### config.mk
export PLATFORM = sky130hd
export DESIGN_NAME = txdesc_walker
export DESIGN_NICKNAME = d
export VERILOG_FILES = /design/src/rtl/txdesc_walker.sv
export SDC_FILE = /design/constraint.sdc
export NUM_CORES = 1
export LEC_CHECK = 0
export ABC_AREA = 1
export ABC_CLOCK_PERIOD_IN_PS = 5000
export BUFFER_PORTS_ARGS = -buffer_cell sky130_fd_sc_hd__buf_2
export CAP_MARGIN = 20
export CELL_PAD_IN_SITES_DETAIL_PLACEMENT = 1
export CELL_PAD_IN_SITES_GLOBAL_PLACEMENT = 2
export CORE_ASPECT_RATIO = 1.75
export CORE_MARGIN = 3
export CORE_UTILIZATION = 23
export CTS_CLUSTER_SIZE = 10
export DETAILED_ROUTE_END_ITERATION = 6
export PLACE_DENSITY = 0.64
export SYNTH_ARGS = -nofsm -noshare
export SYNTH_HDL_FRONTEND = slang
export SYNTH_SLANG_ARGS = --single-unit
### constraint.sdc
create_clock -name clk -period 5 [get_ports clk]
set_input_delay 0.25 -clock clk [delete_from_list [all_inputs] [get_ports clk]]
set_output_delay 0.25 -clock clk [all_outputs]
set_load 0.005 [all_outputs]
### src/rtl/txdesc_walker.sv
module txdesc_walker (
  input  logic        clk,
  input  logic        rst_n,
  input  logic        tx_enable,
  input  logic        poll_demand,
  input  logic        base_load,
  input  logic [31:0] list_base,
  input  logic [3:0]  cause_clr,
  output logic [3:0]  cause,
  output logic [31:0] cur_desc,
  output logic        mem_req,
  output logic        mem_we,
  output logic [31:0] mem_addr,
  output logic [31:0] mem_wdata,
  input  logic [31:0] mem_rdata,
  input  logic        mem_ack,
  input  logic        mem_err,
  output logic [7:0]  tx_data,
  output logic        tx_valid,
  output logic        tx_last,
  input  logic        tx_ready
);
  localparam int OWN_BIT  = 31;
  localparam int IEN_BIT  = 2;
  localparam int DONE_BIT = 19;
  localparam int FINT_BIT = 16;

  typedef enum logic [3:0] {
    S_IDLE, S_FLAGS, S_BUF, S_LEN, S_NEXT, S_FETCH, S_SEND, S_WSTAT, S_WFLAGS, S_HALT
  } st_t;

  st_t         st;
  logic [31:0] desc_q, flags_q, bufp_q, stat_q, next_q, word_q;
  logic [15:0] left_q;
  logic [3:0]  cause_q, cause_set;
  logic        pend_q;
  logic        bus_done, bus_ok, bus_bad, start;

  assign mem_req  = (st == S_FLAGS) || (st == S_BUF) || (st == S_LEN) || (st == S_NEXT) ||
                    (st == S_FETCH) || (st == S_WSTAT) || (st == S_WFLAGS);
  assign mem_we   = (st == S_WSTAT) || (st == S_WFLAGS);
  assign bus_done = mem_req && mem_ack;
  assign bus_ok   = bus_done && !mem_err;
  assign bus_bad  = bus_done && mem_err;
  assign start    = (st == S_IDLE) && pend_q && tx_enable && !base_load;

  always_comb begin
    case (st)
      S_FLAGS, S_WFLAGS: mem_addr = desc_q;
      S_BUF:             mem_addr = desc_q + 32'd4;
      S_LEN, S_WSTAT:    mem_addr = desc_q + 32'd8;
      S_NEXT:            mem_addr = desc_q + 32'd12;
      S_FETCH:           mem_addr = {bufp_q[31:2], 2'b00};
      default:           mem_addr = '0;
    endcase
  end

  assign mem_wdata = (st == S_WSTAT)
                   ? (stat_q | (32'd1 << DONE_BIT) | ({31'd0, flags_q[IEN_BIT]} << FINT_BIT))
                   : (flags_q & ~(32'd1 << OWN_BIT));

  assign tx_valid = (st == S_SEND);
  assign tx_data  = word_q[{bufp_q[1:0], 3'b000} +: 8];
  assign tx_last  = (left_q == 16'd1);
  assign cur_desc = desc_q;
  assign cause    = cause_q;

  always_comb begin
    cause_set = '0;
    if (bus_bad) cause_set[3] = 1'b1;
    if (bus_ok && st == S_FLAGS && !mem_rdata[OWN_BIT]) cause_set[2] = 1'b1;
    if (bus_ok && st == S_WFLAGS) cause_set[1:0] = 2'b11;
  end

  always_ff @(posedge clk) begin
    if (!rst_n) begin
      cause_q <= '0;
      pend_q  <= 1'b0;
    end else begin
      cause_q <= (cause_q & ~cause_clr) | cause_set;
      if (bus_bad)                          pend_q <= 1'b0;
      else if (poll_demand && st != S_HALT) pend_q <= 1'b1;
      else if (start)                       pend_q <= 1'b0;
    end
  end

  always_ff @(posedge clk) begin
    if (!rst_n) begin
      st      <= S_IDLE;
      desc_q  <= '0;
      flags_q <= '0;
      bufp_q  <= '0;
      stat_q  <= '0;
      next_q  <= '0;
      word_q  <= '0;
      left_q  <= '0;
    end else if (bus_bad) begin
      st <= S_HALT;
    end else begin
      case (st)
        S_IDLE: begin
          if (base_load)  desc_q <= list_base;
          else if (start) st <= S_FLAGS;
        end
        S_HALT: begin
          if (base_load) begin
            desc_q <= list_base;
            st     <= S_IDLE;
          end
        end
        S_FLAGS: if (bus_ok) begin
          flags_q <= mem_rdata;
          st      <= mem_rdata[OWN_BIT] ? S_BUF : S_IDLE;
        end
        S_BUF: if (bus_ok) begin
          bufp_q <= mem_rdata;
          st     <= S_LEN;
        end
        S_LEN: if (bus_ok) begin
          stat_q <= mem_rdata;
          left_q <= mem_rdata[15:0];
          st     <= S_NEXT;
        end
        S_NEXT: if (bus_ok) begin
          next_q <= mem_rdata;
          st     <= (left_q == 16'd0) ? S_WSTAT : S_FETCH;
        end
        S_FETCH: if (bus_ok) begin
          word_q <= mem_rdata;
          st     <= S_SEND;
        end
        S_SEND: if (tx_ready) begin
          bufp_q <= bufp_q + 32'd1;
          left_q <= left_q - 16'd1;
          if (left_q == 16'd1)          st <= S_WSTAT;
          else if (bufp_q[1:0] == 2'd3) st <= S_FETCH;
        end
        S_WSTAT: if (bus_ok) st <= S_WFLAGS;
        S_WFLAGS: if (bus_ok) begin
          desc_q <= next_q;
          st     <= tx_enable ? S_FLAGS : S_IDLE;
        end
        default: st <= S_IDLE;
      endcase
    end
  end
endmodule

* Yosys cells after proc, flatten, opt, wreduce, memory -nomap -nowiden
Index checks and enable logic that the tools add are counted.
** Word-level totals
- Memory bits (writable) :: 0
- Bits in registers :: 216
- Output and inout bits :: 112
- Bits in latches :: 0
- Bits of input ports :: 76
- Word-level logic and storage cells :: 133
- Memories kept :: 0
- ROM bits :: 0
** Cells by class
- Div/mod/pow operators :: 0
- Bitwise logic cells :: 6
- Equality and inequality tests :: 37
- Shifts and indexed selects :: 1
- Add/subtract/negate cells :: 5
- $lt $le $gt $ge :: 0
- Reductions and logical operators :: 39
- Muxes and demuxes :: 34
- Multipliers :: 0
** Operators by type and width (count)
- 32-bit 2-to-1 mux :: 5
- 32-bit one-hot mux with 5 select lines :: 1
- 32-bit one-hot mux with 2 select lines :: 2
- 32-bit by 4-bit adder with 32-bit output, second input constant :: 2
- 4-bit 2-to-1 mux :: 14
- 4-bit one-hot mux with 10 select lines :: 1
- 32-bit by 1-bit adder with 32-bit output, second input constant :: 1
- 32-bit by 3-bit adder with 32-bit output, second input constant :: 1
- 16-bit 2-to-1 mux :: 2
- 32-bit by 17-bit OR with 32-bit output :: 1
- 16-bit one-hot mux with 2 select lines :: 1
- 32-bit by 6-bit indexed part select with 8-bit output :: 1
- 3-bit != test, second input constant :: 10
- 12-bit AND reduction :: 2
- 2-bit != test, second input constant :: 10
- 16-bit by 1-bit == test with 1-bit output, second input constant :: 1
- 4-bit by 3-bit == test with 1-bit output, second input constant :: 4
- 16-bit logical NOT :: 1
- 16-bit by 1-bit subtractor with 16-bit output, second input constant :: 1
- 3-bit AND reduction :: 4
- 4-bit AND reduction :: 3
- 1-bit logical AND :: 10
- 4-bit by 2-bit == test with 1-bit output, second input constant :: 2
- 4-bit == test, second input constant :: 2
- 17 further kinds :: 40

* Depth between registers and ports, before layout
Gate-level depths: netlist of the first run.
- Depth after elaboration :: 13
- Gate-level depth with buffers :: 13
- Mapped depth without buffers :: 13

* Worst setup path after synthesis of the first run
No wires, ideal clock.
- Kind :: reg2out
- Start point :: register st[2]
- End point :: output mem_addr[30]
- Path buffers :: 0
- Stages on the path, launching flop included :: 12
- Arrival time :: 2.098 ns
- Path slack :: 2.652 ns
- Required time :: 4.750 ns
- Cells stage by stage :: dfxtp_1 -> nand2_1 -> nor2_1 -> fa_1 -> inv_1 -> nor2_1 -> nand2_1 -> nor2_1 -> inv_1 -> o21ai_0 -> nand3_1 -> nand3_1
** Between the ends
- Cells in the longest elaborated chain, start to end :: 3
- Elaborated cells between the ends (all ways) :: 10
- Classes of those cells :: eq/ne (7); mux (1); reduce/logical (2)
** RTL lines
- start: declaration :: RTL line 32 : st_t st;
- start signal: assignment :: RTL line 113 : st <= mem_rdata[OWN_BIT] ? S_BUF : S_IDLE;
- start signal: assignment :: RTL line 126 : st <= (left_q == 16'd0) ? S_WSTAT : S_FETCH;
- start signal: assignment :: RTL line 141 : st <= tx_enable ? S_FLAGS : S_IDLE;
- 4-bit by 2-bit == test with 1-bit output, or another cell as far along :: RTL line 48 : case (st)
- 2-bit OR reduction :: RTL line 48
- 32-bit one-hot mux with 5 select lines * :: RTL line 48
- end: declaration :: RTL line 13 : output logic [31:0] mem_addr,
Mark *: on every way between the ends. The rest lies on a longest branch, timed or not.

* Worst setup path after layout of the first run
Same ends and word-level chain as after synthesis.

==> flow_metrics.env, run 1 <==
export IMPL_worstMarginPinSlew_ps=962
export IMPL_yosys_warnings=0
export IMPL_utilization_pct=27.9
export IMPL_coreArea_mm2=0.0537
export IMPL_critPathBufInv=3
export IMPL_initial_utilization_pct=23.3
export IMPL_clk_latency_ps=570
export IMPL_finalCriticalPeriod_ps=4030
export IMPL_leakage_nw=6.44
export IMPL_die_w_um=182
export IMPL_worst_path_max_delay_cell="nor2_1"
export IMPL_track_usage_pct=21.8
export IMPL_synth_async_reset_ratio_pct=0
export IMPL_slew_headroom_pct=35.7
export IMPL_synthToLayoutAreaGrowth_pct=19.7
export IMPL_rsz0062_at_grt="no"
export IMPL_netlist_top_cells_area="dfxtp_1 (34%), nand2_1 (18%), nor2_1 (10%)"
export IMPL_synth_most_common_cell="nand2_1"
export IMPL_drt_iter0_markers=673
export IMPL_synth_top_area_cell="dfxtp_1"
export IMPL_max_stage_delay_ps=530
export IMPL_wirelength_um=63900
export IMPL_hp_class="primary input to flip-flop"
export IMPL_crit_chain="nand2_1, nor2_1, fa_1, inv_1, nor2_1, nand2_1, nor2_1, inv_1, o21ai_0, nand3_1, nand3_1, buf_2"
export IMPL_vias=14430
export IMPL_grt_max_degree=69
export IMPL_numCtsBuffers=28
export IMPL_arrival_ps=3780
export IMPL_clock_path_buffers=3
export IMPL_synth_top_area_share_pct=34.4
export IMPL_synth_cell_types=37
export IMPL_period_share_pct=80.6
export IMPL_synth_flop_cell="dfxtp_1"
export IMPL_crit_type="flip-flop to output port"
export IMPL_antenna_found_initial=2
export IMPL_synthTopCellsByCount="nand2_1 (617), nor2_1 (337), dfxtp_1 (215), inv_1 (195), nand3_1 (189)"
export IMPL_htree_levels=1
export IMPL_synth_adder_area_share_pct=0.659
export IMPL_synthesis_nets=2191
export IMPL_drc=0
export IMPL_syn_area_per_cell_um2=5.94
export IMPL_slew_violations=0
export IMPL_setup_viol=0
export IMPL_cpLargestDelayFamily="simple AND/OR/NAND/NOR gates"
export IMPL_fp_row_count=112
export IMPL_critPathRequiredTime_ps=4750
export IMPL_peakVddDrop_v=0.000311
export IMPL_dieHeight_um=315
export IMPL_grt_pass1_vias=15117
export IMPL_synth_xor_area_share_pct=0.629
export IMPL_hpwl_um=48400
export IMPL_netlist_instances=2109
export IMPL_post_route_cells_drive_above_1_share_pct=12.1
export IMPL_io_pin_count=188
export IMPL_hold_viol_final=0
export IMPL_synth_edf_count=0
export IMPL_antenna_left=0
export IMPL_status="complete, no violations"
export IMPL_grt_overflow_total=0
export IMPL_max_cap_viol_count=0
export IMPL_grt_pass1_wl_um=95600
export IMPL_port_buffers=187
export IMPL_synth_simple_area_share_pct=39.1
export IMPL_ys_ff_latch=215
export IMPL_synth_top_family_by_area="simple AND/OR/NAND/NOR gates"
export IMPL_fillCellCount=6982
export IMPL_syn_cell_area_mm2=0.0125
export IMPL_die_area_mm2=0.0574
export IMPL_fin_nets=2329
export IMPL_synth_compound_area_share_pct=16.0
export IMPL_fmax_mhz=248
export IMPL_cts_sinks=215
export IMPL_cp_end_kind="output port"
export IMPL_post_drt_wl_per_cell_um=21.7
export IMPL_cellPowerDensity_mw_per_mm2=463
export IMPL_tns_ps=0
export IMPL_ff_latch_area_mm2=0.00430
export IMPL_crit_path_start_kind="flip-flop"
export IMPL_gp_congestion=0.904
export IMPL_seq_area_frac_synth_pct=34.4
export IMPL_crit_fanout=6
export IMPL_synth_mux_area_share_pct=0
export IMPL_path_clk_slew_ps=60
export IMPL_crit_top_cell="nor2_1"
export IMPL_multi_input_area_mm2=0.00708
export IMPL_first_pass_iters=5
export IMPL_avgViaCountPerCell=4.90
export IMPL_cts_root_buf="clkbuf_16"
export IMPL_cts_tree="done"
export IMPL_hold_ws_ps=33.1
export IMPL_finalClockSkew_ps=15.6
## per-layer routing
layer	vias up	track usage [%]	wire, um
met1	7026	23.3	24300
met4	2	7.35	2320
met2	271	43.6	35300
li1	7042	-	-
met5	-	0	8
met3	89	2.37	1980
## kinds of logic (layout without fill, tap and decap cells)
family,after synthesis,after routing
adders and majority gates,6,6
DFF,215,215
other,0,2
xor gates and xnor gates,9,9
AOI/OAI and AO/OA,377,377
buffers and inverters,304,455
and+or+nand+nor,1198,1198
## path summary, 6_finish.rpt
kind	startpoint	to	slack, ps	depth (start not counted)
worst min register to register	next_q[31]	next_q[31]	450	2
worst min-delay path	list_base[16]	cur_desc[16]	30	5
worst max-delay path	st[2]	mem_addr[30]	970	12
worst max register to register	st[2]	left_q[5]	1950	8
## state kept, by name, summed over array words and instances (netlist names)
register,cells
next_q,32
left_q,16
cause,4
stat_q,31
flags_q,31
cur_desc,32
bufp_q,32
pend_q,1
st,4
word_q,32
## layout by cell type, fill, tap and decap left out, types with 3 or more instances in the layout
cell type / instances
nand2_1: 617
nor2_1: 334
dfxtp_1: 215
inv_1: 195
nand3_1: 189
buf_2: 186
o21ai_0: 172
a21oi_1: 144
clkbuf_16: 29
a22oi_1: 18
buf_4: 18
nand4_1: 16
nor3_1: 14
o22ai_1: 12
o21ai_1: 12
or2_2: 10
xor2_1: 8
o211ai_1: 7
clkbuf_1: 6
dlygate4sd3_1: 6
inv_2: 5
nand3_2: 5
ha_1: 5
nor2_4: 4
o2111ai_1: 4
nand2_2: 3
clkbuf_8: 3
## repair_timing
item,in CTS,in global routing
hold buffers,6,0
gates resized for setup,0,0
buffers inserted,0,0
hold endpoints to repair,6,0
## stage by stage
stage / area (um2) / setup slack (ps) / power, W / std cells
detailed placement: 14100 / 1630 / 0.00506 / 2894
floorplan: 12500 / 2650 / 0.00379 / 2109
CTS: 15000 / 1000 / 0.00707 / 2943
global placement: 14100 / 1730 / 0.00503 / 2894
global route: 15000 / 785 / 0.00744 / 2944
finish: 15000 / 968 / 0.00694 / 2946
## worst min-delay path, stage by stage
cell and delay, ps:
buf_2 80, nand2_1 40, o21ai_0 60, nor2_1 50, nor2_1 80
## power breakdown
part	total, W	internal (W)	switching (W)
registers	0.00234	0.00192	0.000413
clock network	0.00196	0.00114	0.000821
logic	0.00265	0.000802	0.00185
total	0.00694	0.00386	0.00308
## layout make-up
type	instances	area share [%]
clock inverters	5	0.375
well taps	684	5.71
diodes	2	0.0334
repair buffers	211	7.69
flip-flops and latches	215	28.7
clock buffers	38	5.26
inverters	201	5.03
multi-input cells	1590	47.2
(Power assumes the default switching activity.)
==> run 2, diff against run 1 <==
--- a/config.mk
+++ b/config.mk
@@ -5,8 +5,8 @@
 export SDC_FILE = /design/constraint.sdc
 export NUM_CORES = 1
 export LEC_CHECK = 0
-export ABC_AREA = 1
-export ABC_CLOCK_PERIOD_IN_PS = 5000
+export ABC_AREA = 0
+export ABC_CLOCK_PERIOD_IN_PS = 3800
 export BUFFER_PORTS_ARGS = -buffer_cell sky130_fd_sc_hd__buf_2
 export CAP_MARGIN = 20
 export CELL_PAD_IN_SITES_DETAIL_PLACEMENT = 1
@@ -16,7 +16,7 @@
 export CORE_UTILIZATION = 23
 export CTS_CLUSTER_SIZE = 10
 export DETAILED_ROUTE_END_ITERATION = 6
-export PLACE_DENSITY = 0.64
+export PLACE_DENSITY = 0.58
 export SYNTH_ARGS = -nofsm -noshare
 export SYNTH_HDL_FRONTEND = slang
 export SYNTH_SLANG_ARGS = --single-unit
==> constraint.sdc (replaced) <==
create_clock -name clk -period 3.8 [get_ports clk]
set_input_delay 0.19 -clock clk [delete_from_list [all_inputs] [get_ports clk]]
set_output_delay 0.19 -clock clk [all_outputs]
set_load 0.005 [all_outputs]
==> run 2 against run 1 <==
  * Total power increased by 13%
  * Final area shrank 3.8%
  * Register-to-register slack worse by 950 ps
  * Via count shrank 18%
  * First-iteration DRC count is 1.9% lower
  * Routed wire length down 11%
  * Clock power increased by 17%
  * Global-route usage down 1.4 points
  * Critical path depth is 2 lower
  * Cell count is 22% lower
  * Critical path type unchanged
  * Largest power group is now registers
  * Highest routed layer is now met4
==> flow_metrics.env, run 2 <==
export IMPL_rsz0062_at_grt="no"
export IMPL_wirelength_um=57100
export IMPL_power_total_w=0.00782
export IMPL_antenna_found_initial=0
export IMPL_status="complete, no violations"
export IMPL_setup_viol=0
export IMPL_final_common_cell="dfxtp_1"
export IMPL_dieHeight_um=307
export IMPL_post_drt_wl_per_cell_um=24.9
export IMPL_path_clk_slew_ps=60
export IMPL_slew_headroom_pct=43.7
export IMPL_cts_root_buf="clkbuf_16"
export IMPL_port_buffers=187
export IMPL_worstMarginPinSlew_ps=845
export IMPL_period_share_pct=92.4
export IMPL_synth_edf_count=0
export IMPL_die_w_um=178
export IMPL_antenna_left=0
export IMPL_critPathRequiredTime_ps=3610
export IMPL_htree_levels=1
export IMPL_netlist_instances=1459
export IMPL_seq_area_frac_synth_pct=36.2
export IMPL_cts_tree="done"
export IMPL_clk_latency_ps=550
export IMPL_crit_fanout=5
export IMPL_ff_latch_area_mm2=0.00430
export IMPL_post_cts_buffers=0
export IMPL_synth_async_reset_ratio_pct=0
export IMPL_synth_top_area_cell="dfxtp_1"
export IMPL_tns_ps=0
export IMPL_cts_hold_buf=23
export IMPL_numCtsBuffers=26
export IMPL_fin_nets=1707
export IMPL_hpwl_um=42100
export IMPL_grt_overflow_total=0
export IMPL_crit_type="flip-flop to output port"
export IMPL_final_cell_mix="dfxtp_1 (215), nand2_1 (212), buf_2 (187)"
export IMPL_finalCriticalPeriod_ps=3510
export IMPL_coreArea_mm2=0.0509
export IMPL_grt_pass1_vias=12225
export IMPL_clock_path_buffers=3
export IMPL_slew_violations=0
export IMPL_diodes=0
export IMPL_multi_input_area_mm2=0.00695
export IMPL_first_pass_iters=5
export IMPL_crit_path_start_kind="flip-flop"
export IMPL_cts_resized=0
export IMPL_yosys_warnings=0
export IMPL_synth_cell_types=84
export IMPL_peakVddDrop_v=0.000289
export IMPL_grt_max_degree=96
export IMPL_vias=11877
export IMPL_arrival_ps=3320
export IMPL_track_usage_pct=20.4
export IMPL_io_pin_count=188
export IMPL_die_area_mm2=0.0545
export IMPL_synthToLayoutAreaGrowth_pct=21.4
export IMPL_ys_ff_latch=215
export IMPL_finalClockSkew_ps=12.3
export IMPL_initial_utilization_pct=23.4
export IMPL_drc=0
export IMPL_synthesis_nets=1541
export IMPL_fp_row_count=109
export IMPL_drt_iter0_markers=660
export IMPL_synthTopCellsByCount="dfxtp_1 (215), nand2_1 (212), nor2_1 (162), a21oi_1 (114), mux2i_1 (99)"
export IMPL_syn_cell_area_mm2=0.0119
export IMPL_synth_top_area_share_pct=36.2
export IMPL_grt_pass1_wl_um=83800
export IMPL_max_cap_viol_count=0
export IMPL_post_route_cells_drive_above_1_share_pct=20.4
export IMPL_syn_area_per_cell_um2=8.14
export IMPL_hp_class="primary input to flip-flop"
export IMPL_leakage_nw=5.28
export IMPL_fmax_mhz=285
export IMPL_fillCellCount=6048
export IMPL_gp_congestion=0.902
export IMPL_cellPowerDensity_mw_per_mm2=542
export IMPL_cts_sinks=215
export IMPL_netlist_top_cells_area="dfxtp_1 (36%), mux2i_1 (8.3%), nand2_1 (6.7%)"
export IMPL_avgViaCountPerCell=5.17
export IMPL_hold_viol_final=0
export IMPL_cp_end_kind="output port"
export IMPL_synth_most_common_cell="dfxtp_1"
export IMPL_synth_flop_cell="dfxtp_1"
## run 2: cell count changes after synthesis, sizes merged, moves of 99 or more
| cell | previous run | this run |
|---|---|---|
| mux2i | 0 | 99 |
| inv | 200 | 16 |
| o21ai | 185 | 50 |
| nor2 | 340 | 162 |
| nand3 | 195 | 46 |
| nand2 | 620 | 212 |
## run 2: worst paths after layout
path | from | to | cells after the start | slack, ps
max | st[2] | mem_addr[26] | 10 | 290
min | mem_rdata[21] | stat_q[21] | 3 | 10
max reg2reg | st[2] | word_q[20] | 7 | 1000
min reg2reg | stat_q[18] | stat_q[18] | 2 | 450
## run 2: routing by layer
| layer | up-vias | share of wire, % | GRT usage, % |
|---|---|---|---|
| met5 | - | 0 | 0 |
| met4 | 0 | 3.7 | 7.37 |
| met3 | 84 | 3.4 | 2.19 |
| met2 | 276 | 52 | 37.5 |
| met1 | 5903 | 41 | 24.3 |
| li1 | 5614 | - | - |
## run 2: power breakdown
group          internal (W)  total [W]  switching (W)  leakage (nW)
Clock               0.00129    0.00229        0.00100         0.354
Sequential          0.00245    0.00279       0.000342          1.74
Combinational       0.00102    0.00274        0.00172          3.19
## run 2: worst max-delay path, cell delays in order (launching register included)
cell      delay, ps
dfxtp_1         330
nor2b_1         280
nand2_1         160
inv_1           170
fa_1            300
nand2_1         120
nor2_1          290
a22oi_1         260
or4_1           570
o211ai_1        160
buf_2           140
## run 2: layout make-up
type	instances	share of cell area [%]
clock buffer	33	4.90
multi-input combinational	1105	48.1
clock inverter	2	0.165
inverter	16	0.451
tap	666	5.78
timing repair buffer	261	10.7
sequential	215	29.8
## run 2: cell families after synthesis
logic type	count (synthesis)	synth area share, %
mux	137	12.7
compound gates	359	20.1
xor+xnor	22	1.68
flops	215	36.2
buf+inv	139	5.42
fa+ha+maj	6	0.695
simple gates	581	23.2
## run 2: through the flow
| stage | hold slack [ps] | cells | util, % | cell area, um2 | worst slack [ps] |
|---|---|---|---|---|---|
| 4_1_cts | 1.33 | 2298 | 28.4 | 14400 | 233 |
| 3_3_place_gp | 441 | 2240 | 26.5 | 13500 | 889 |
| 3_5_place_dp | 447 | 2240 | 26.5 | 13500 | 816 |
| 2_1_floorplan | 326 | 1459 | - | 11900 | 1290 |
| 6_report | 13.9 | 2298 | 28.4 | 14400 | 288 |
| 5_1_grt | 14.2 | 2298 | 28.4 | 14400 | 28.1 |
